File: src/rtl/erase_walker_pkg.sv
// Shared types for the erase range walker: result codes and walker states.
package erase_walker_pkg;

    typedef enum logic [1:0] {
        RES_OK     = 2'd0,
        RES_BADARG = 2'd1,
        RES_IOERR  = 2'd2
    } res_e;

    typedef enum logic [1:0] {
        ST_IDLE,
        ST_CHECK,
        ST_ERASE,
        ST_REPORT
    } walk_st_e;

endpackage

File: src/rtl/erase_region_lookup.sv
// Region lookup: returns the erase block size for a byte address.
// Assumes two regions, the second starting at R1_OFF, and power-of-two block sizes.
module erase_region_lookup #(
    parameter int AW1    = 23,
    parameter int R1_OFF = 131072,
    parameter int R0_BLK = 16384,
    parameter int R1_BLK = 131072
) (
    input  logic [AW1-1:0] addr,
    output logic [AW1-1:0] blk_size
);
    // Pick the block size of the region that holds addr.
    always_comb begin
        blk_size = (addr >= AW1'(R1_OFF)) ? AW1'(R1_BLK) : AW1'(R0_BLK);
    end
endmodule

File: src/rtl/erase_req_check.sv
// Request validator: flags an empty request, or a request that runs past the device
// or whose start or end is off the block grid of its region.
// Assumes that start and length are zero-extended by one bit, so the sum cannot wrap.
module erase_req_check #(
    parameter int AW1    = 23,
    parameter int R1_OFF = 131072,
    parameter int R0_BLK = 16384,
    parameter int R1_BLK = 131072,
    parameter int TOTAL  = 4194304
) (
    input  logic [AW1-1:0] start_i,
    input  logic [AW1-1:0] len_i,
    output logic           empty_o,
    output logic           bad_o
);
    logic [AW1-1:0] end_a;
    logic [AW1-1:0] sz_start;
    logic [AW1-1:0] sz_end;

    // End address of the range.
    always_comb end_a = start_i + len_i;

    erase_region_lookup #(.AW1(AW1), .R1_OFF(R1_OFF), .R0_BLK(R0_BLK), .R1_BLK(R1_BLK))
        u_lk_start (.addr(start_i), .blk_size(sz_start));

    erase_region_lookup #(.AW1(AW1), .R1_OFF(R1_OFF), .R0_BLK(R0_BLK), .R1_BLK(R1_BLK))
        u_lk_end (.addr(end_a), .blk_size(sz_end));

    // Combine the range and the two alignment conditions.
    always_comb begin
        empty_o = (len_i == '0);
        bad_o   = (end_a > AW1'(TOTAL))
               || ((start_i & (sz_start - AW1'(1))) != '0)
               || ((end_a & (sz_end - AW1'(1))) != '0);
    end
endmodule

File: src/rtl/erase_walk_step.sv
// Walk step: from the current address and the remaining byte count, computes the next
// address, the remaining count after this block, and whether this block is the last.
// Assumes that the second region's offset is a multiple of its block size.
module erase_walk_step #(
    parameter int AW1    = 23,
    parameter int R1_OFF = 131072,
    parameter int R0_BLK = 16384,
    parameter int R1_BLK = 131072
) (
    input  logic [AW1-1:0] cur_i,
    input  logic [AW1-1:0] rem_i,
    output logic [AW1-1:0] nxt_o,
    output logic [AW1-1:0] rem_nxt_o,
    output logic           last_o
);
    logic [AW1-1:0] step;

    erase_region_lookup #(.AW1(AW1), .R1_OFF(R1_OFF), .R0_BLK(R0_BLK), .R1_BLK(R1_BLK))
        u_lk_cur (.addr(cur_i), .blk_size(step));

    // Advance by the current region's block size.
    always_comb begin
        nxt_o     = cur_i + step;
        rem_nxt_o = rem_i - step;
        last_o    = (rem_i == step);
    end
endmodule

File: src/rtl/erase_walker.sv
// Erase range walker: validates a byte-range erase request over a two-region flash and
// issues one erase command per block, held until the engine acknowledges it.
// Assumes power-of-two block sizes and one outstanding erase command at a time.
module erase_walker
    import erase_walker_pkg::*;
#(
    parameter int ADDR_W = 22,
    parameter int R0_BLK = 16384,
    parameter int R0_CNT = 8,
    parameter int R1_BLK = 131072,
    parameter int R1_CNT = 31
) (
    input  logic              clk,
    input  logic              rst_n,
    input  logic              req_start,
    input  logic [ADDR_W-1:0] req_addr,
    input  logic [ADDR_W-1:0] req_len,
    output logic              req_ready,
    output logic              result_valid,
    output logic [1:0]        result_code,
    output logic              ers_valid,
    output logic [ADDR_W-1:0] ers_addr,
    input  logic              ers_ack,
    input  logic              ers_fail
);
    localparam int AW1    = ADDR_W + 1;
    localparam int R1_OFF = R0_BLK * R0_CNT;
    localparam int TOTAL  = R1_OFF + R1_BLK * R1_CNT;

    walk_st_e       st_q;
    res_e           code_q;
    logic [AW1-1:0] cur_q;
    logic [AW1-1:0] rem_q;
    logic           empty;
    logic           bad;
    logic [AW1-1:0] nxt;
    logic [AW1-1:0] rem_nxt;
    logic           last;

    erase_req_check #(.AW1(AW1), .R1_OFF(R1_OFF), .R0_BLK(R0_BLK),
                      .R1_BLK(R1_BLK), .TOTAL(TOTAL))
        u_check (.start_i(cur_q), .len_i(rem_q), .empty_o(empty), .bad_o(bad));

    erase_walk_step #(.AW1(AW1), .R1_OFF(R1_OFF), .R0_BLK(R0_BLK), .R1_BLK(R1_BLK))
        u_step (.cur_i(cur_q), .rem_i(rem_q), .nxt_o(nxt), .rem_nxt_o(rem_nxt), .last_o(last));

    // Walker sequencing: accept, validate, erase block by block, report.
    always_ff @(posedge clk) begin
        if (!rst_n) begin
            st_q   <= ST_IDLE;
            code_q <= RES_OK;
            cur_q  <= '0;
            rem_q  <= '0;
        end else begin
            case (st_q)
                ST_IDLE: begin
                    if (req_start) begin
                        cur_q <= {1'b0, req_addr};
                        rem_q <= {1'b0, req_len};
                        st_q  <= ST_CHECK;
                    end
                end
                ST_CHECK: begin
                    if (empty) begin
                        code_q <= RES_OK;
                        st_q   <= ST_REPORT;
                    end else if (bad) begin
                        code_q <= RES_BADARG;
                        st_q   <= ST_REPORT;
                    end else begin
                        st_q <= ST_ERASE;
                    end
                end
                ST_ERASE: begin
                    if (ers_ack) begin
                        if (ers_fail) begin
                            code_q <= RES_IOERR;
                            st_q   <= ST_REPORT;
                        end else begin
                            cur_q <= nxt;
                            rem_q <= rem_nxt;
                            if (last) begin
                                code_q <= RES_OK;
                                st_q   <= ST_REPORT;
                            end
                        end
                    end
                end
                default: st_q <= ST_IDLE;
            endcase
        end
    end

    // Port outputs decoded from the state and the held registers.
    always_comb begin
        req_ready    = (st_q == ST_IDLE);
        ers_valid    = (st_q == ST_ERASE);
        ers_addr     = cur_q[ADDR_W-1:0];
        result_valid = (st_q == ST_REPORT);
        result_code  = code_q;
    end
endmodule

File: config.mk
export PLATFORM = sky130hd
export DESIGN_NAME = erase_walker
export DESIGN_NICKNAME = d
export VERILOG_FILES = /design/src/rtl/erase_walker_pkg.sv /design/src/rtl/erase_region_lookup.sv /design/src/rtl/erase_req_check.sv /design/src/rtl/erase_walk_step.sv /design/src/rtl/erase_walker.sv
export SDC_FILE = /design/constraint.sdc
export NUM_CORES = 1
export LEC_CHECK = 0
export BUFFER_PORTS_ARGS = -buffer_cell sky130_fd_sc_hd__clkbuf_2
export CORE_MARGIN = 2
export CORE_UTILIZATION = 48
export DETAILED_ROUTE_END_ITERATION = 12
export PLACE_DENSITY = 0.71
export SYNTH_ARGS = -nofsm -noshare
export SYNTH_HDL_FRONTEND = slang
export SYNTH_SLANG_ARGS = --single-unit
File: constraint.sdc
create_clock -name clk -period 5.8 [get_ports clk]
set_input_delay 0.58 -clock clk [delete_from_list [all_inputs] [get_ports clk]]
set_output_delay 0.58 -clock clk [all_outputs]
set_load 0.03 [all_outputs]
==> impl_results.md <==
* Multiplexer area fraction after synthesis at 0.7353%
* Vias in the first global route at 3649
* Slew headroom at 58.05%
* Dominant synthesized flop cell: dfxtp_1
* Seq/Total Area, Yosys at 24.51%
* Outcome: complete, no violations
* Port Buffers at 75
* Row cnt at 33
* Period utilization at 58.29%
* Post-synthesis net count at 622
* Worst path slowest cell: a2111oi_0
* Measured slew at the worst slew-check pin at between 0.6 and 0.7 ns
* Total number of vias at roughly 4000
* Number of gates resized after cts at 0
* Simple-gate share of the synthesized area at 25.21%
* Die X at 96.24 microns
* Worst-path clk slew at 0.11 ns
* Total gr overflow at 0
* Critical Path AT at 3.60 ns
* Netlist cell types at 69
* Synth Area in Adders at between 10% and 20%
* Max-slew violations at 0
* Drt wl/cell at 15.69 microns
* Largest cells by area after synthesis: dfxtp_1 25%, ha_1 10%, a21oi_1 8.7%, nor2_1 5.5%, nor3b_1 5.1%
* Peak VDD IR at 0.0003028 V
* Syn Std Cell Area at just over 4000 sq um
* Compound-Gate Fraction of Synth Area at 27.36%
* Final WS setup at between 2 and 2.5 ns
* Min-Delay Path Class: reg -> reg
* Synth Instances at 539
* Final nets at 661
* Pre-CTS WS at 2.529 ns
* FF+latch count, synth at 50
* DRC at 0
* Minimum clock period at 3.381 ns
* CP Class: reg -> reg
* Critical Path RT at 6.01 ns
* Busiest grt layer: met2
* Layout cells sized above 1 at 17.62%
* Clock sinks at 50
* First-pass GRT wire length at 17960 microns
* Final setup violation count at 0
* Die Ht at approximately 96 microns
* Synth area leader: dfxtp_1
* Largest family of logic cells by synthesized area: compound AO/OA/AOI/OAI gates
* RSZ-0062 raised after global routing: no
* GRT Total Usage at 24.51%
* M3 GR Usage at 3.602%
* Final Hold Slack at about 0.48 ns
* Pleak at 0.001842 uW
* CP Launch Type: flop
* P per Cell Area at about 510 nW/um^2
* Syn_area_per_cell at 7.577 sq um
* Core Area at roughly 8200 sq um
* Postcts setup bufs at 0
* Clock tree from TritonCTS: built
* Worst skew pair latency at about 0.32 ns
* Clock Skews at 0.01329 ns
* Synth top area share at 24.51%
* Worst setup EP type: flop
* First-pass detailed-route iteration total at 4
* Die area at 9262 sq um
* Starting Density at between 40% and 50%
* I/O pin cnt at 76
* Peak fanout along the critical path at 4
* Area growth from synthesis to layout at 8.487%
* XOR/XNOR share of the synthesized area at 3.002%
* Initial DRC Count at 231
* TNS Setup at 0 ns
* Clock Path Buffers at 2
* Clk root buf: clkbuf_8
* Drt total wl at 10730 microns
* Number of vias per cell at 5.852
* CP max stage delay at 0.49 ns
* Routed Antenna Nets at 0
* Max H-tree Level at 2
* FFs w/ async S/R, synth at 0%
* Hold Violations, Final at 0
* Post-synth EDFFs at 0
* Ys Warns at 0
* Hpwl dp at about 8200 microns
* N_diodes at 0
* Placer Congestion at 0.9069
* Crit-path cells: ha_1 > inv_1 > fa_1 > xnor2_1 > nor4_1 > nand4_1 > a2111oi_0 > o2111ai_1 > a2111oi_2 > a21oi_1 > a211o_1 > o41ai_1
* Num CTS Buffers at 5
* GR Util met1 at between 30% and 40%
* Met2 Usage GRT at 36.98%
* Initial antenna violation count at 0
* Max-Cap Viols at 0
* Largest net degree at the start of global routing at 58
* FF-to-FF setup slack at 2.42 ns
* Fmax at 295.8 MHz
* # hold bufs at CTS at 0
power breakdown:
group / leakage [uW] / total (uW) / internal (uW) / switching (uW)
Sequential: 0.000411 / 583 / 442 / 141
Clock: 0.0000502 / 226 / 89.8 / 136
Combinational: 0.00138 / 1430 / 535 / 894
Total: 0.00184 / 2240 / 1070 / 1170
cell usage in the layout (no fill, tap or decap), types with 6 or more instances in the layout:
| cell type | instances |
|---|---|
| clkbuf_2 | 75 |
| nand3_1 | 8 |
| ha_1 | 32 |
| a211oi_1 | 8 |
| xor2_1 | 8 |
| dfxtp_1 | 50 |
| nor3_1 | 13 |
| o211ai_1 | 14 |
| inv_1 | 15 |
| o21a_1 | 7 |
| nor3b_1 | 28 |
| xnor2_1 | 6 |
| nand2_1 | 44 |
| o21ai_0 | 29 |
| nor4_1 | 8 |
| a21oi_1 | 71 |
| nor2_1 | 60 |
state kept, by name, indices dropped and copies added, names as in the netlist:
register     flops
cur_q           23
rem_q           23
result_code      2
st_q             2
area by class of cell:
| type | instances | area (sq um) |
|---|---|---|
| fillers | 784 | 3786 |
| clock inverters | 3 | 28.78 |
| inverters | 16 | 60.06 |
| flip-flops and latches | 50 | 1001 |
| well taps | 105 | 131.4 |
| clock buffers | 5 | 68.82 |
| multi-input cells | 426 | 2735 |
| repair buffers | 79 | 405.4 |
cells by family after synthesis:
logic type | Yosys count
buf+inv | 63
mux | 3
simple gates | 198
fa+ha+maj | 34
flops | 50
xor+xnor | 14
compound gates | 177
metal layers:
layer | up-vias | part of all wire, %
li1 | 2026 | -
met1 | 1862 | 50
met2 | 99 | 44
met3 | 16 | 4.6
met4 | 0 | 1.8
met5 | - | 0
synthesized netlist by cell type, drive strengths merged, types with 3 or more instances:
master / instances
xnor2: 6
o21ai: 34
a21oi: 73
nor4: 10
inv: 15
nor3b: 29
nand3b: 3
o22ai: 5
a211oi: 9
ha: 33
nand3: 8
a21boi: 3
nand4: 5
and2: 5
mux2i: 3
xor2: 8
a31oi: 5
o211ai: 15
o21a: 8
clkbuf: 21
and3: 6
a21o: 4
nand2: 44
nor3: 13
nand2b: 5
buf: 26
dfxtp: 50
or3: 5
nor2: 60
critical path: cells and delay by family (launching register included):
kind	cells	cell delay, ns
compound gates	6	1.69
xor+xnor	1	0.15
fa+ha+maj	2	0.64
buf+inv	1	0.07
flops	1	0.39
simple gates	2	0.33
worst paths after layout:
| kind | startpoint | depth (start not counted) | to |
|---|---|---|---|
| max reg2reg | cur_q[0] | 12 | result_code[0] |
| min | result_code[1] | 2 | result_code[1] |
| min reg2reg | result_code[1] | 2 | result_code[1] |
| max | cur_q[0] | 12 | result_code[0] |
stage by stage:
| step | instance area, sq um | util [%] | std cells | total power [uW] |
|---|---|---|---|---|
| 6_report | 4431 | 53.92 | 684 | 2239 |
| 5_1_grt | 4431 | 53.92 | 684 | 2449 |
| 4_1_cts | 4431 | 53.92 | 684 | 2229 |
| 3_5_place_dp | 4333 | 52.73 | 676 | 1994 |
| 3_3_place_gp | 4333 | 52.73 | 676 | 1969 |
| 2_1_floorplan | 4084 | - | 539 | 1732 |
Note: power is estimated with default switching activity, not from simulation.
